==> src/rtl/cbr_pkg.sv <==
package cbr_pkg;

  typedef enum logic [1:0] {
    CMP_EQ = 2'd0,
    CMP_NE = 2'd1,
    CMP_LT = 2'd2,
    CMP_GE = 2'd3
  } cmp_e;

  // encoded as {zeroing, invert} of the destination flags
  typedef enum logic [1:0] {
    CONS_AND  = 2'b00,
    CONS_NAND = 2'b01,
    CONS_OR   = 2'b10,
    CONS_NOR  = 2'b11
  } cons_e;

  typedef enum logic [1:0] {
    ST_IDLE,
    ST_RUN,
    ST_DECIDE
  } st_e;

  function automatic cons_e cons_mode(input logic present, input logic inv, input logic zero);
    return present ? cons_e'({zero, inv}) : CONS_AND;
  endfunction

endpackage

==> src/rtl/cbr_cmp.sv <==
module cbr_cmp #(
  parameter int EW = 16
) (
  input  logic [EW-1:0] a_i,
  input  logic [EW-1:0] b_i,
  input  logic [2:0]    op_i,
  output logic          pass_o
);
  import cbr_pkg::*;

  logic lt;

  always_comb begin
    lt = op_i[2] ? ($signed(a_i) < $signed(b_i)) : (a_i < b_i);
    case (cmp_e'(op_i[1:0]))
      CMP_EQ:  pass_o = (a_i == b_i);
      CMP_NE:  pass_o = (a_i != b_i);
      CMP_LT:  pass_o = lt;
      default: pass_o = !lt;
    endcase
  end

endmodule

==> src/rtl/cbr_decide.sv <==
module cbr_decide #(
  parameter int VL = 8
) (
  input  cbr_pkg::cons_e  mode_i,
  input  logic [VL-1:0]   res_i,
  input  logic [VL-1:0]   ps_i,
  output logic            branch_o
);
  import cbr_pkg::*;

  logic all_pass;
  logic any_set;

  always_comb begin
    all_pass = ((res_i & ps_i) == ps_i);
    any_set  = |res_i;
    case (mode_i)
      CONS_AND:  branch_o = all_pass;
      CONS_NAND: branch_o = !all_pass;
      CONS_OR:   branch_o = any_set;
      default:   branch_o = !any_set;
    endcase
  end

endmodule

==> src/rtl/cbr_seq.sv <==
module cbr_seq #(
  parameter int VL = 8,
  parameter int EW = 16,
  localparam int CW   = $clog2(VL + 1),
  localparam int IDXW = (VL > 1) ? $clog2(VL) : 1
) (
  input  logic             clk_i,
  input  logic             rst_ni,
  input  logic             start_i,
  input  logic [2:0]       op_i,
  input  logic [VL*EW-1:0] src_a_i,
  input  logic [VL*EW-1:0] src_b_i,
  input  logic [VL-1:0]    pmask_i,
  input  logic             pinv_i,
  input  logic             pzero_i,
  input  logic             ffirst_i,
  input  logic             dst_present_i,
  input  logic             dst_inv_i,
  input  logic             dst_zero_i,
  input  logic [CW-1:0]    vl_i,
  input  logic             pass_i,
  output logic [EW-1:0]    elem_a_o,
  output logic [EW-1:0]    elem_b_o,
  output logic [2:0]       op_o,
  output logic             decide_o,
  output logic             we_o,
  output cbr_pkg::cons_e   mode_o,
  output logic [VL-1:0]    res_o,
  output logic [VL-1:0]    ps_o
);
  import cbr_pkg::*;

  st_e              state_q;
  logic [IDXW-1:0]  idx_q;
  logic [CW-1:0]    vl_q;
  logic [VL*EW-1:0] a_q, b_q;
  logic [2:0]       op_q;
  logic [VL-1:0]    ps_q, res_q;
  logic             pzero_q, ff_q, we_q;
  cons_e            mode_q;

  logic [CW-1:0]    vl_eff;
  logic [VL-1:0]    start_mask, below_idx, res_nxt;
  logic [EW-1:0]    a_el [VL];
  logic [EW-1:0]    b_el [VL];
  logic             stop, last;

  assign vl_eff = (vl_i > CW'(VL)) ? CW'(VL) : vl_i;

  for (genvar g = 0; g < VL; g++) begin : g_lane
    assign a_el[g]       = a_q[g*EW +: EW];
    assign b_el[g]       = b_q[g*EW +: EW];
    assign start_mask[g] = (CW'(g) < vl_eff);
    assign below_idx[g]  = (IDXW'(g) < idx_q);
  end

  assign elem_a_o = a_el[idx_q];
  assign elem_b_o = b_el[idx_q];
  assign op_o     = op_q;

  always_comb begin
    res_nxt = res_q;
    stop    = 1'b0;
    if (ps_q[idx_q]) begin
      res_nxt[idx_q] = pass_i;
      if (ff_q && !pass_i) begin
        res_nxt = res_q & below_idx;  // element idx and all above read zero
        stop    = 1'b1;
      end
    end else if (pzero_q) begin
      res_nxt[idx_q] = 1'b0;
    end
  end

  assign last = ((CW'(idx_q) + CW'(1)) == vl_q);

  always_ff @(posedge clk_i or negedge rst_ni) begin
    if (!rst_ni) begin
      state_q <= ST_IDLE;
      idx_q   <= '0;
      vl_q    <= '0;
      a_q     <= '0;
      b_q     <= '0;
      op_q    <= '0;
      ps_q    <= '0;
      res_q   <= '0;
      pzero_q <= 1'b0;
      ff_q    <= 1'b0;
      we_q    <= 1'b0;
      mode_q  <= CONS_AND;
    end else begin
      case (state_q)
        ST_IDLE: if (start_i) begin
          idx_q   <= '0;
          vl_q    <= vl_eff;
          a_q     <= src_a_i;
          b_q     <= src_b_i;
          op_q    <= op_i;
          ps_q    <= (pmask_i ^ {VL{pinv_i}}) & start_mask;
          res_q   <= (!dst_present_i || pzero_i) ? start_mask : '0;
          pzero_q <= pzero_i;
          ff_q    <= ffirst_i;
          we_q    <= dst_present_i;
          mode_q  <= cons_mode(dst_present_i, dst_inv_i, dst_zero_i);
          state_q <= (vl_eff == '0) ? ST_DECIDE : ST_RUN;
        end
        ST_RUN: begin
          res_q <= res_nxt;
          if (stop || last) state_q <= ST_DECIDE;
          else              idx_q   <= idx_q + IDXW'(1);
        end
        default: state_q <= ST_IDLE;
      endcase
    end
  end

  assign decide_o = (state_q == ST_DECIDE);
  assign we_o     = we_q;
  assign mode_o   = mode_q;
  assign res_o    = res_q;
  assign ps_o     = ps_q;

  // the scan never walks past the active count
  a_r6_idx_in_range: assert property (@(posedge clk_i) disable iff (!rst_ni)
    (state_q == ST_RUN) |-> (CW'(idx_q) < vl_q));

  // a false enabled test under fail-on-first ends the scan next cycle
  a_r7_ffirst_stop: assert property (@(posedge clk_i) disable iff (!rst_ni)
    (state_q == ST_RUN && ff_q && ps_q[idx_q] && !pass_i) |=> (state_q == ST_DECIDE));

  // an in-flight scan keeps its captured count whatever start does
  a_r9_busy_hold: assert property (@(posedge clk_i) disable iff (!rst_ni)
    (state_q == ST_RUN) |=> $stable(vl_q) && (state_q != ST_IDLE));

  // no mask bit at or above the active count
  a_r4_mask_bound: assert property (@(posedge clk_i) disable iff (!rst_ni)
    (state_q != ST_IDLE) |-> ((res_q | ps_q) >> vl_q) == '0);

endmodule

==> src/rtl/cbranch_unit.sv <==
module cbranch_unit #(
  parameter int VL = 8,
  parameter int EW = 16,
  localparam int CW = $clog2(VL + 1)
) (
  input  logic             clk_i,
  input  logic             rst_ni,
  input  logic             start_i,
  input  logic [2:0]       op_i,
  input  logic [VL*EW-1:0] src_a_i,
  input  logic [VL*EW-1:0] src_b_i,
  input  logic [VL-1:0]    pmask_i,
  input  logic             pinv_i,
  input  logic             pzero_i,
  input  logic             ffirst_i,
  input  logic             dst_present_i,
  input  logic             dst_inv_i,
  input  logic             dst_zero_i,
  input  logic [CW-1:0]    vl_i,
  output logic             done_o,
  output logic             branch_o,
  output logic [VL-1:0]    result_o,
  output logic             result_we_o
);
  import cbr_pkg::*;

  logic [EW-1:0] elem_a, elem_b;
  logic [2:0]    op_cur;
  logic          pass, decide, we, branch_nxt;
  cons_e         mode;
  logic [VL-1:0] res, ps;

  cbr_seq #(.VL(VL), .EW(EW)) i_seq (
    .clk_i         (clk_i),
    .rst_ni        (rst_ni),
    .start_i       (start_i),
    .op_i          (op_i),
    .src_a_i       (src_a_i),
    .src_b_i       (src_b_i),
    .pmask_i       (pmask_i),
    .pinv_i        (pinv_i),
    .pzero_i       (pzero_i),
    .ffirst_i      (ffirst_i),
    .dst_present_i (dst_present_i),
    .dst_inv_i     (dst_inv_i),
    .dst_zero_i    (dst_zero_i),
    .vl_i          (vl_i),
    .pass_i        (pass),
    .elem_a_o      (elem_a),
    .elem_b_o      (elem_b),
    .op_o          (op_cur),
    .decide_o      (decide),
    .we_o          (we),
    .mode_o        (mode),
    .res_o         (res),
    .ps_o          (ps)
  );

  cbr_cmp #(.EW(EW)) i_cmp (
    .a_i    (elem_a),
    .b_i    (elem_b),
    .op_i   (op_cur),
    .pass_o (pass)
  );

  cbr_decide #(.VL(VL)) i_decide (
    .mode_i   (mode),
    .res_i    (res),
    .ps_i     (ps),
    .branch_o (branch_nxt)
  );

  always_ff @(posedge clk_i or negedge rst_ni) begin
    if (!rst_ni) begin
      done_o      <= 1'b0;
      branch_o    <= 1'b0;
      result_o    <= '0;
      result_we_o <= 1'b0;
    end else begin
      done_o      <= decide;
      result_we_o <= decide && we;
      if (decide) begin
        branch_o <= branch_nxt;
        result_o <= res;
      end
    end
  end

  // completion is a single-cycle pulse
  a_r6_done_pulse: assert property (@(posedge clk_i) disable iff (!rst_ni)
    done_o |=> !done_o);

  // the mask strobe never appears without completion
  a_r8_we_with_done: assert property (@(posedge clk_i) disable iff (!rst_ni)
    result_we_o |-> done_o);

  // OR and NOR verdicts agree with the published mask
  a_r2_or_rule: assert property (@(posedge clk_i) disable iff (!rst_ni)
    (done_o && mode == CONS_OR) |-> (branch_o == (result_o != '0)));

  a_r2_nor_rule: assert property (@(posedge clk_i) disable iff (!rst_ni)
    (done_o && mode == CONS_NOR) |-> (branch_o == (result_o == '0)));

endmodule

==> config.mk <==
export PLATFORM = sky130hd
export DESIGN_NAME = cbranch_unit
export DESIGN_NICKNAME = d
export VERILOG_FILES = /design/src/rtl/cbr_pkg.sv /design/src/rtl/cbr_cmp.sv /design/src/rtl/cbr_decide.sv /design/src/rtl/cbr_seq.sv /design/src/rtl/cbranch_unit.sv
export SDC_FILE = /design/constraint.sdc
export NUM_CORES = 1
export LEC_CHECK = 0
export ABC_AREA = 1
export CORE_UTILIZATION = 55
export DETAILED_ROUTE_END_ITERATION = 16
export PLACE_DENSITY_LB_ADDON = 0.3
export SLEW_MARGIN = 0
export SYNTH_ARGS = -nofsm -noshare
export SYNTH_HDL_FRONTEND = slang
export SYNTH_SLANG_ARGS = --single-unit
==> constraint.sdc <==
create_clock -name clk_i -period 4.85 [get_ports clk_i]
set_input_delay 0.485 -clock clk_i [delete_from_list [all_inputs] [get_ports clk_i]]
set_output_delay 0.485 -clock clk_i [all_outputs]
set_load 0.02 [all_outputs]
# Yosys cells after proc, flatten, opt, wreduce, memory -nomap -nowiden
# Index checks and enable logic that the tools add are counted.
[totals]
regBits = 300
elab_cells = 112
[op_classes]
n_addsub = 2
n_lt_le_gt_ge = 22
eq_ne = 14
muxes = 31
bitwise = 7
reduce_logical = 20
[op_table]
columns = ["cell", "n"]
rows = [
  ["binary-select mux 16 bit (select 3 bit)", 2],
  ["2-to-1 mux 16 bit", 4],
  ["2-to-1 mux 8 bit", 5],
  ["bitwise AND 8 bit", 4],
  ["< comparator 16 bit", 2],
  ["equality test 16 bit", 1],
  ["< comparator 3 x 4 -> 1 bit (first input constant)", 4],
  ["inequality test 16 bit", 1],
  ["one-hot mux 8 bit (2 select lines)", 1],
  ["< comparator 3 bit (first input constant)", 4],
  ["bitwise mux 8 bit", 1],
  ["equality test 8 bit", 1],
  ["< comparator 1 x 4 -> 1 bit (first input constant)", 2],
  ["< comparator 2 x 4 -> 1 bit (first input constant)", 2],
  ["2-to-1 mux 2 bit", 4],
  ["NOT 8 bit", 1],
  ["OR reduction 8 bit", 1],
  ["bitwise XOR 8 bit", 1],
  ["equality test 2 x 1 -> 1 bit (second input constant)", 3],
  ["equality test 2 bit (second input constant)", 3],
  ["logical NOT 2 bit", 3],
  ["< comparator 1 x 3 -> 1 bit (first input constant)", 2],
  ["< comparator 2 x 3 -> 1 bit (first input constant)", 2],
  ["2-to-1 mux 3 bit", 2],
  ["25 further kinds", 40],
]

# Logic depth before layout (Yosys ltp)
# Gate-level depths: netlist of run 1.
[logic_depth]
depth_word = 15
depth_mapped = 31
ltp_nobuf = 29

# Hierarchy
# Synthesis of run 1 repeated with hierarchy kept, for this count alone.
[hier_totals]
cells_unflattened = 1853
area_unflattened_um2 = 14356.3
[by_module_without_submodules]
columns = ["mod", "n_inst", "cells_each", "area_per_inst_um2"]
rows = [
  ["cbr_seq", 1, 1684, 13289.0],
  ["cbr_cmp", 1, 88, 508.0],
  ["cbranch_unit", 1, 42, 399.1],
  ["cbr_decide", 1, 39, 160.2],
]

# Worst setup path before layout of run 1
# No wires, ideal clock.
[synth_timing]
kind = "flip-flop to flip-flop"
start = "register i_seq.idx_q[2]"
end = "register i_seq.idx_q[0]"
arrival_time_ns = 3.183
t_required_ns = 4.733
path_slack_ns = 1.550
path_stages_with_launch = 27
n_path_buf = 3
path_cell_list = "dfrtp_1 buf_6 nor2_2 nand2_1 inv_2 clkbuf_1 buf_1 nand2_1 nand4_1 inv_1 ha_1 nand2_1 nand2_1 nand3_1 nand2_1 a21oi_1 nand2_1 nand2_1 nand3_2 nand2_1 nand2_2 nand2_2 nand2_4 o21bai_4 nand2_1 nand2_1 nand2_1"
[synth_via]
elab_chain_cells = 15
[synth_rtl]
columns = ["item", "line", "source"]
rows = [
  ["start, declared", "cbr_seq.sv:34", "logic [IDXW-1:0] idx_q;"],
  ["start signal, assigned", "cbr_seq.sv:110", "else idx_q <= idx_q + IDXW'(1);"],
  ["NOT 3 -> 4 bit (not written as such)", "cbr_seq.sv:57, cbr_seq.sv:58", ""],
  ["binary-select mux 16 bit (select 3 bit) (on tied branches)", "cbr_seq.sv:57, cbr_seq.sv:58", ""],
  ["2-to-1 mux 16 bit (on tied branches) (2 in series)", "cbr_seq.sv:57, cbr_seq.sv:58", ""],
  ["< comparator 16 bit", "cbr_cmp.sv:14", "lt = op_i[2] ? ($signed(a_i) < $signed(b_i)) : (a_i < b_i);"],
  ["2-to-1 mux 1 bit", "cbr_cmp.sv:14", ""],
  ["logical NOT 1 bit", "cbr_cmp.sv:19", "default: pass_o = !lt;"],
  ["one-hot mux 1 bit (3 select lines)", "cbr_cmp.sv:15", "case (cmp_e'(op_i[1:0]))"],
  ["logical NOT 1 bit", "cbr_seq.sv:66", "if (ff_q && !pass_i) begin"],
  ["logical AND 1 bit", "cbr_seq.sv:66", ""],
  ["2-to-1 mux 1 bit", "cbr_seq.sv:66", ""],
  ["2-to-1 mux 1 bit", "cbr_seq.sv:64", "if (ps_q[idx_q]) begin"],
  ["logical OR 1 bit *", "cbr_seq.sv:109", "if (stop || last) state_q <= ST_DECIDE;"],
  ["inequality test 2 bit (no source line) *", "--", ""],
  ["AND reduction 3 bit (no source line) *", "--", ""],
]
# Every way passes the cells marked *; elsewhere a longest branch is shown, timed or not. The select of a mux whose other input is x is not followed.
# A chain may end at the register's enable or synchronous reset.

# Worst setup path in the final report of run 1
[layout_timing]
start = "register i_seq.idx_q[0]"
end = "register i_seq.idx_q[1]"
[layout_via]
elab_chain_cells = 15
[layout_rtl]
columns = ["item", "line"]
rows = [
  ["NOT 3 -> 4 bit (not written as such)", "cbr_seq.sv:57, cbr_seq.sv:58"],
  ["binary-select mux 16 bit (select 3 bit) (on tied branches)", "cbr_seq.sv:57, cbr_seq.sv:58"],
  ["2-to-1 mux 16 bit (on tied branches) (2 in series)", "cbr_seq.sv:57, cbr_seq.sv:58"],
  ["< comparator 16 bit", "cbr_cmp.sv:14"],
  ["2-to-1 mux 1 bit", "cbr_cmp.sv:14"],
  ["logical NOT 1 bit", "cbr_cmp.sv:19"],
  ["one-hot mux 1 bit (3 select lines)", "cbr_cmp.sv:15"],
  ["logical NOT 1 bit", "cbr_seq.sv:66"],
  ["logical AND 1 bit", "cbr_seq.sv:66"],
  ["2-to-1 mux 1 bit", "cbr_seq.sv:66"],
  ["2-to-1 mux 1 bit", "cbr_seq.sv:64"],
  ["logical OR 1 bit", "cbr_seq.sv:109"],
  ["inequality test 2 bit (no source line)", "--"],
  ["AND reduction 3 bit (no source line)", "--"],
]
# Parallel ways exist; a longest one is shown, timed or not. The select of a mux whose other input is x is not followed.

==> impl_metrics.yaml, run 1 <==
setup_path:
  cp-endpoint: "i_seq.idx_q[1]$_DFFE_PN0P_"
  r2r_slack_ns: 0.39
  cpPeakStageDelay_ns: 0.56
  r2r-end: "i_seq.idx_q[1]$_DFFE_PN0P_"
  critical_path_required_ns: 5.29
  r2r_start: "i_seq.idx_q[0]$_DFFE_PN0P_"
  critical_path_class: "flop to flop"
  critPathLaunch: "i_seq.idx_q[0]$_DFFE_PN0P_"
  cp_slowest_cell: "dfrtp_1"
  worstPathMaxFanout: 19
  reg2reg_depth: 28
  cpMostUsedCell: "nand2_1"
  cp.arrival_ns: 4.90
  crit_path_start_kind: "flop"
  critPathCaptureType: "flop"
yosys:
  syn_area_per_cell_um2: 8.02
  seq_area_frac_synth: 0.538
  ys_seq_elements: 300
  yosysWarnings: 0
  async_reset_ff_frac: 1.00
  syn_area_um2: 13900
  yosys_most_used_dff: "dfrtp_1"
  synth-edff-count: 0
  synth_cell_type_count: 44
  synthesis.nets: 2036
  synth_cells: 1738
floorplan:
  io_pins: 291
  fp.dieW_um: 161
  fp.dieArea_um2: 26000
  dieHeight_um: 161
  start_util: 0.567
  core_um2: 24600
  row_count: 57
placement:
  place_congestion: 0.929
  dp_hpwl_mm: 31.5
  io_buffers: 290
  placedInstanceArea_um2: 17100
  place_ws_ns: 0.530
global_route:
  grt_first_pass_wirelength_mm: 70.4
  grtUsageTotal: 0.349
  antenna_found_initial: 1
  grt_overflow_total: 0
  grt_max_degree: 179
  grt_pass1_vias: 13100
clocking:
  cts_buffer_depth: 3
  cts_sinks: 300
  cts.htree.levels: 1
  clockRootBuffer: "clkbuf_16"
  tritoncts: "built"
  ctsHoldBuffers: 0
  clk_latency_ns: 0.55
  cts_resized: 0
  post_cts_buffers: 0
  cts_buffers: 30
  clkSlewWorstSetupHoldPaths_ns: 0.06
drt:
  wl_mm: 44.8
  route.detailed.drc: 0
  routedWlPerCell_um: 19.2
  vias_per_cell: 5.70
  postRouteAntennaNets: 0
  initialDrtViolationCount: 1405
  drtPass1Iterations: 6
  num_vias: 13300
power_and_ir_drop:
  leakagePower_nw: 8.99
  power.density_nw_per_um2: 616
  irDropWorstVdd_v: 0.000340
cells_and_area:
  finalInstanceArea_um2: 18200
  most-common-layout-cells: "nand2_1, dfrtp_1, clkdlybuf4s50_1, inv_1, o21ai_0"
  fin_nets: 2288
  diodes: 0
  nFillCells: 1870
  syn_to_final_growth_pct: 30.2
  layout_commonest_cell: "nand2_1"
  drive_above_1_share: 0.0467
job:
  maxCapViolations: 0
sta:
  max_slew_margin: 0.223
  final-setup-viol-count: 0
  setup_slack_ns: 0.391
  clock_skew_ns: 0.0150
  tns_ns: 0
  max_freq_ghz: 0.224
  maxSlewViolCount: 0
  hold_viol_final: 12
  rsz0062_at_grt: "false"
  worstMarginPinSlew_ns: 1.16
  final.period_utilization: 0.919
  min_period_ns: 4.46
  hold_slack_ns: -0.0248
hold_path:
  min_path_type: "input pin to asynchronous set/reset pin"
run_status:
  status: "finished, violations left"
  violations: "negative hold slack"
[critical path: cells and delay by family (launching register included)]
family | cells | cell delay, ns
AO/OA/AOI/OAI | 3 | 0.72
adder cells (fa/ha/maj) | 1 | 0.25
AND/OR/NAND/NOR | 19 | 1.83
flip-flops | 1 | 0.56
buffers and inverters | 5 | 0.95
[worst min-delay path by stage]
stage               slack [ns]  cells past startpoint                   endpoint
floorplan                 0.19                      0       branch_o$_DFFE_PN0P_
global placement          0.46                      2   i_seq.b_q[4]$_DFFE_PN0P_
detailed placement        0.47                      2   i_seq.b_q[1]$_DFFE_PN0P_
CTS                       0.02                      1  i_seq.a_q[82]$_DFFE_PN0P_
global route              0.04                      1  i_seq.a_q[82]$_DFFE_PN0P_
finish                   -0.02                      1  i_seq.a_q[82]$_DFFE_PN0P_
[power by group]
group / total, W / switching, W / internal (W) / leakage, nW
Sequential: 0.00445 / 0.000756 / 0.00369 / 3.73
Combinational: 0.00427 / 0.00271 / 0.00156 / 4.75
Clock: 0.00246 / 0.000979 / 0.00148 / 0.506
Total: 0.0112 / 0.00445 / 0.00673 / 8.99
[routing by layer]
metal / vias to the layer above / part of all wire / global-route usage
li1: 6059 / - / -
met1: 6329 / 0.40 / 0.477
met2: 760 / 0.46 / 0.553
met3: 156 / 0.087 / 0.0508
met4: 0 / 0.050 / 0.166
met5: - / 0 / 0
[state kept, by name (all words and copies together) (netlist names), 2 cells and up]
name	cells
i_seq.mode_o	2
i_seq.b_q	128
i_seq.state_q	2
i_seq.a_q	128
i_seq.ps_o	8
result_o	8
i_seq.res_o	8
i_seq.idx_q	3
i_seq.op_o	3
i_seq.vl_q	4
[layout make-up]
| type | instances | area, um^2 | share of cell area |
|---|---|---|---|
| clock inverter | 13 | 199 | 0.0110 |
| inverter | 117 | 447 | 0.0246 |
| tap | 324 | 405 | 0.0223 |
| timing repair buffer | 309 | 3100 | 0.171 |
| clock buffer | 41 | 843 | 0.0465 |
| multi-input combinational | 1232 | 5650 | 0.311 |
| sequential | 300 | 7510 | 0.414 |
[cell usage after synthesis (2+ instances only)]
cell type	n	share of area
nand2_1	860	0.23
dfrtp_1	300	0.54
inv_1	107	0.029
clkbuf_1	75	0.020
o21ai_0	74	0.027
nor2_1	45	0.012
a22oi_1	38	0.020
nand3_1	33	0.012
a221oi_1	30	0.019
a21oi_1	27	0.0097
nand4_1	26	0.012
o22ai_1	20	0.0090
ha_1	18	0.016
buf_1	10	0.0027
o2111ai_1	8	0.0050
a22o_1	6	0.0038
inv_2	6	0.0016
nand2_2	6	0.0027
xor2_1	5	0.0031
clkinv_1	4	0.0011
xnor2_1	4	0.0025
a31oi_1	3	0.0013
a32oi_1	3	0.0019
nand2b_1	3	0.0013
nand3_2	3	0.0022
buf_6	2	0.0016
nand2_4	2	0.0016
nor2_2	2	0.00090
nor3_1	2	0.00072
o31ai_1	2	0.0011
[cell families (layout without fill, tap and decap cells)]
group,after synthesis,in the layout,synth area share
simple gates,987,987,0.281
buf+inv,206,480,0.0569
xor+xnor,9,9,0.00565
fa+ha+maj,18,18,0.0162
flops,300,300,0.538
compound gates,218,218,0.102
[per-stage QoR]
| step | power [W] | utilization | std cells |
|---|---|---|---|
| final | 0.0112 | 0.738 | 2336 |
| after global routing | 0.0119 | 0.738 | 2336 |
| after CTS | 0.0111 | 0.738 | 2336 |
| after detailed placement | 0.00858 | 0.695 | 2282 |
| after global placement | 0.00842 | 0.695 | 2282 |
| after floorplan | 0.00706 | - | 1738 |
(Power assumes the default switching activity.)
==> run 2: changes to the inputs <==
--- a/config.mk
+++ b/config.mk
@@ -12,4 +12,5 @@
 export SLEW_MARGIN = 0
 export SYNTH_ARGS = -nofsm -noshare
 export SYNTH_HDL_FRONTEND = slang
+export SYNTH_HIERARCHICAL = 1
 export SYNTH_SLANG_ARGS = --single-unit
==> run 2 against run 1 <==
  * The run still ends with negative hold slack left
  * Sequential cell count stayed put
  * Global-route usage hardly changed
  * Fmax is 0.70% higher
  * Hold slack better by 0.019 ns
  * Sequential power is 2% higher
  * Total power is 3.4% higher
  * Wire length is 2.7% higher
  * Non-clock buffer count is 1 lower
  * Synthesized cell count is 6.6% higher
  * Count of clock-buffer cells in the layout is 4 lower
  * Clock skew is 0.0032 ns higher
  * Die area is 2.9% higher
==> impl_metrics.yaml, run 2 <==
sta:
  max_slew_margin: 0.269
  rsz0062_at_grt: "false"
  worstMarginPinSlew_ns: 1.10
  hold_slack_ns: -0.00614
  hold_viol_final: 1
  clock_skew_ns: 0.0182
  tns_ns: 0
  max_freq_ghz: 0.226
  final-setup-viol-count: 0
  maxSlewViolCount: 0
  final.period_utilization: 0.913
  min_period_ns: 4.43
global_route:
  grt_max_degree: 195
  grt_pass1_vias: 13300
  antenna_found_initial: 0
  grt_first_pass_wirelength_mm: 71.3
  grtUsageTotal: 0.349
  grt_overflow_total: 0
power_and_ir_drop:
  power.density_nw_per_um2: 622
  leakagePower_nw: 9.44
  irDropWorstVdd_v: 0.000443
cells_and_area:
  diodes: 0
  seq_area_um2: 7510
  syn_to_final_growth_pct: 29.4
  most-common-layout-cells: "nand2_1, dfrtp_1, clkdlybuf4s50_1, inv_1, nor2_1"
  layout_commonest_cell: "nand2_1"
  top_regs: "i_seq/a_q x128, i_seq/b_q x128"
  drive_above_1_share: 0.0555
  fin_nets: 2401
  finalInstanceArea_um2: 18600
  fin_util: 0.731
  nFillCells: 1968
  multiInputGateArea_um2: 6030
yosys:
  async_reset_ff_frac: 1.00
  synth_top_area_cell: "dfrtp_1"
  seq_area_frac_synth: 0.523
  yosys_most_used_dff: "dfrtp_1"
  yosysWarnings: 6
  synthesis.nets: 2151
  syn_area_per_cell_um2: 7.75
  synth.most_common_cell: "nand2_1"
  syn_area_um2: 14400
  synth.area.top_cells: "dfrtp_1, nand2_1, inv_1"
  synthTopCellsByCount: "nand2_1, dfrtp_1, inv_1"
  synth-edff-count: 0
  synth_cell_type_count: 37
  yosysTopAreaCellShare: 0.523
  ys_seq_elements: 300
  synth_cells: 1853
placement:
  place_congestion: 0.980
  placedInstanceArea_um2: 17500
  io_buffers: 290
  dp_hpwl_mm: 32.7
drt:
  num_vias: 13600
  wl_mm: 46.1
  routedWlPerCell_um: 18.7
  postRouteAntennaNets: 0
  route.detailed.drc: 0
  initialDrtViolationCount: 1431
  drtPass1Iterations: 5
  vias_per_cell: 5.52
clocking:
  post_cts_buffers: 0
  cts_buffers: 31
  clk_latency_ns: 0.57
  clkSlewWorstSetupHoldPaths_ns: 0.07
  ctsHoldBuffers: 0
  cts.htree.levels: 1
  cts_sinks: 300
  clockRootBuffer: "clkbuf_16"
  tritoncts: "built"
  cts_resized: 0
  cts_buffer_depth: 3
run_status:
  violations: "negative hold slack"
  status: "finished, violations left"
setup_path:
  critical_path_class: "flop to flop"
  crit_buf_inv: 3
  cpPeakStageDelay_ns: 0.62
  worstPathMaxFanout: 31
  cp_slowest_cell: "a221oi_1"
  cpMostUsedCell: "nand2_1"
  crit_family: "simple AND/OR/NAND/NOR gates"
  crit_path_start_kind: "flop"
  critical_path_required_ns: 5.35
  critPathCaptureType: "flop"
  cp.arrival_ns: 4.93
floorplan:
  io_pins: 291
  dieHeight_um: 164
  core_um2: 25400
  start_util: 0.565
  fp.dieArea_um2: 26800
  row_count: 58
  fp.dieW_um: 164
job:
  maxCapViolations: 0
hold_path:
  min_path_type: "input pin to asynchronous set/reset pin"
-- run 2: cell types whose count changed after synthesis, moves of 9 or more --
cell / previous run / this run
a221oi_1: 30 / 16
buf_2: 1 / 40
clkbuf_1: 75 / 39
inv_1: 107 / 94
nand2_1: 860 / 1005
nor2_1: 45 / 59
o21ai_0: 74 / 50
o21ai_1: 1 / 10
o22ai_1: 20 / 1
-- run 2: metal layers --
| layer | track usage | share of wire |
|---|---|---|
| met5 | 0 | 0 |
| met4 | 0.131 | 0.038 |
| met2 | 0.561 | 0.47 |
| met1 | 0.482 | 0.41 |
| met3 | 0.0482 | 0.079 |
-- run 2: power by group --
group / internal [W] / switching (W) / total, W
clock network: 0.00158 / 0.00103 / 0.00261
registers: 0.00369 / 0.000845 / 0.00453
logic: 0.00159 / 0.00282 / 0.00441
total: 0.00686 / 0.00470 / 0.0116
-- run 2: worst reg2reg max path: cells and delay by family, from the launching register on --
kind	cells	cell delay, ns
AO/OA/AOI/OAI	2	0.73
adder cells (fa/ha/maj)	1	0.35
flip-flops	1	0.51
AND/OR/NAND/NOR	21	2.11
buffers and inverters	3	0.67
-- run 2: final timing paths --
| path | start | end | slack, ns | cells after the start |
|---|---|---|---|---|
| max in group asynchronous | rst_ni | i_seq/a_q[12]$_DFFE_PN0P_ | 3.49 | 2 |
| min reg2reg | i_seq/we_o$_DFFE_PN0P_ | result_we_o$_DFF_PN0_ | 0.47 | 2 |
| min in group clk_i | src_a_i[60] | i_seq/a_q[60]$_DFFE_PN0P_ | 0.44 | 3 |
| max reg2reg | i_seq/idx_q[0]$_DFFE_PN0P_ | i_seq/res_o[1]$_DFFE_PN0P_ | 0.42 | 27 |
| max | i_seq/idx_q[0]$_DFFE_PN0P_ | i_seq/res_o[1]$_DFFE_PN0P_ | 0.42 | 27 |
| min | rst_ni | i_seq/a_q[95]$_DFFE_PN0P_ | -0.006 | 1 |
-- run 2: metrics by stage --
stage	setup slack (ns)	total power, W	std cells
6_report	0.422	0.0116	2458
5_1_grt	0.132	0.0123	2458
4_1_cts	0.453	0.0115	2458
3_5_place_dp	0.482	0.00883	2400
3_3_place_gp	0.511	0.00872	2400
2_1_floorplan	1.66	0.00725	1853
-- run 2: cells by family after synthesis --
family / synth area share
flip-flops: 0.523
AO/OA/AOI/OAI: 0.0799
adder cells (fa/ha/maj): 0.0157
XOR/XNOR: 0.00549
AND/OR/NAND/NOR: 0.317
buffers and inverters: 0.0591
-- run 2: final cells by class --
type,count,area share
flip-flops and latches,300,0.404
multi-input cells,1352,0.325
repair buffers,308,0.166
clock buffers,37,0.0440
inverters,110,0.0228
well taps,330,0.0222
clock inverters,21,0.0164
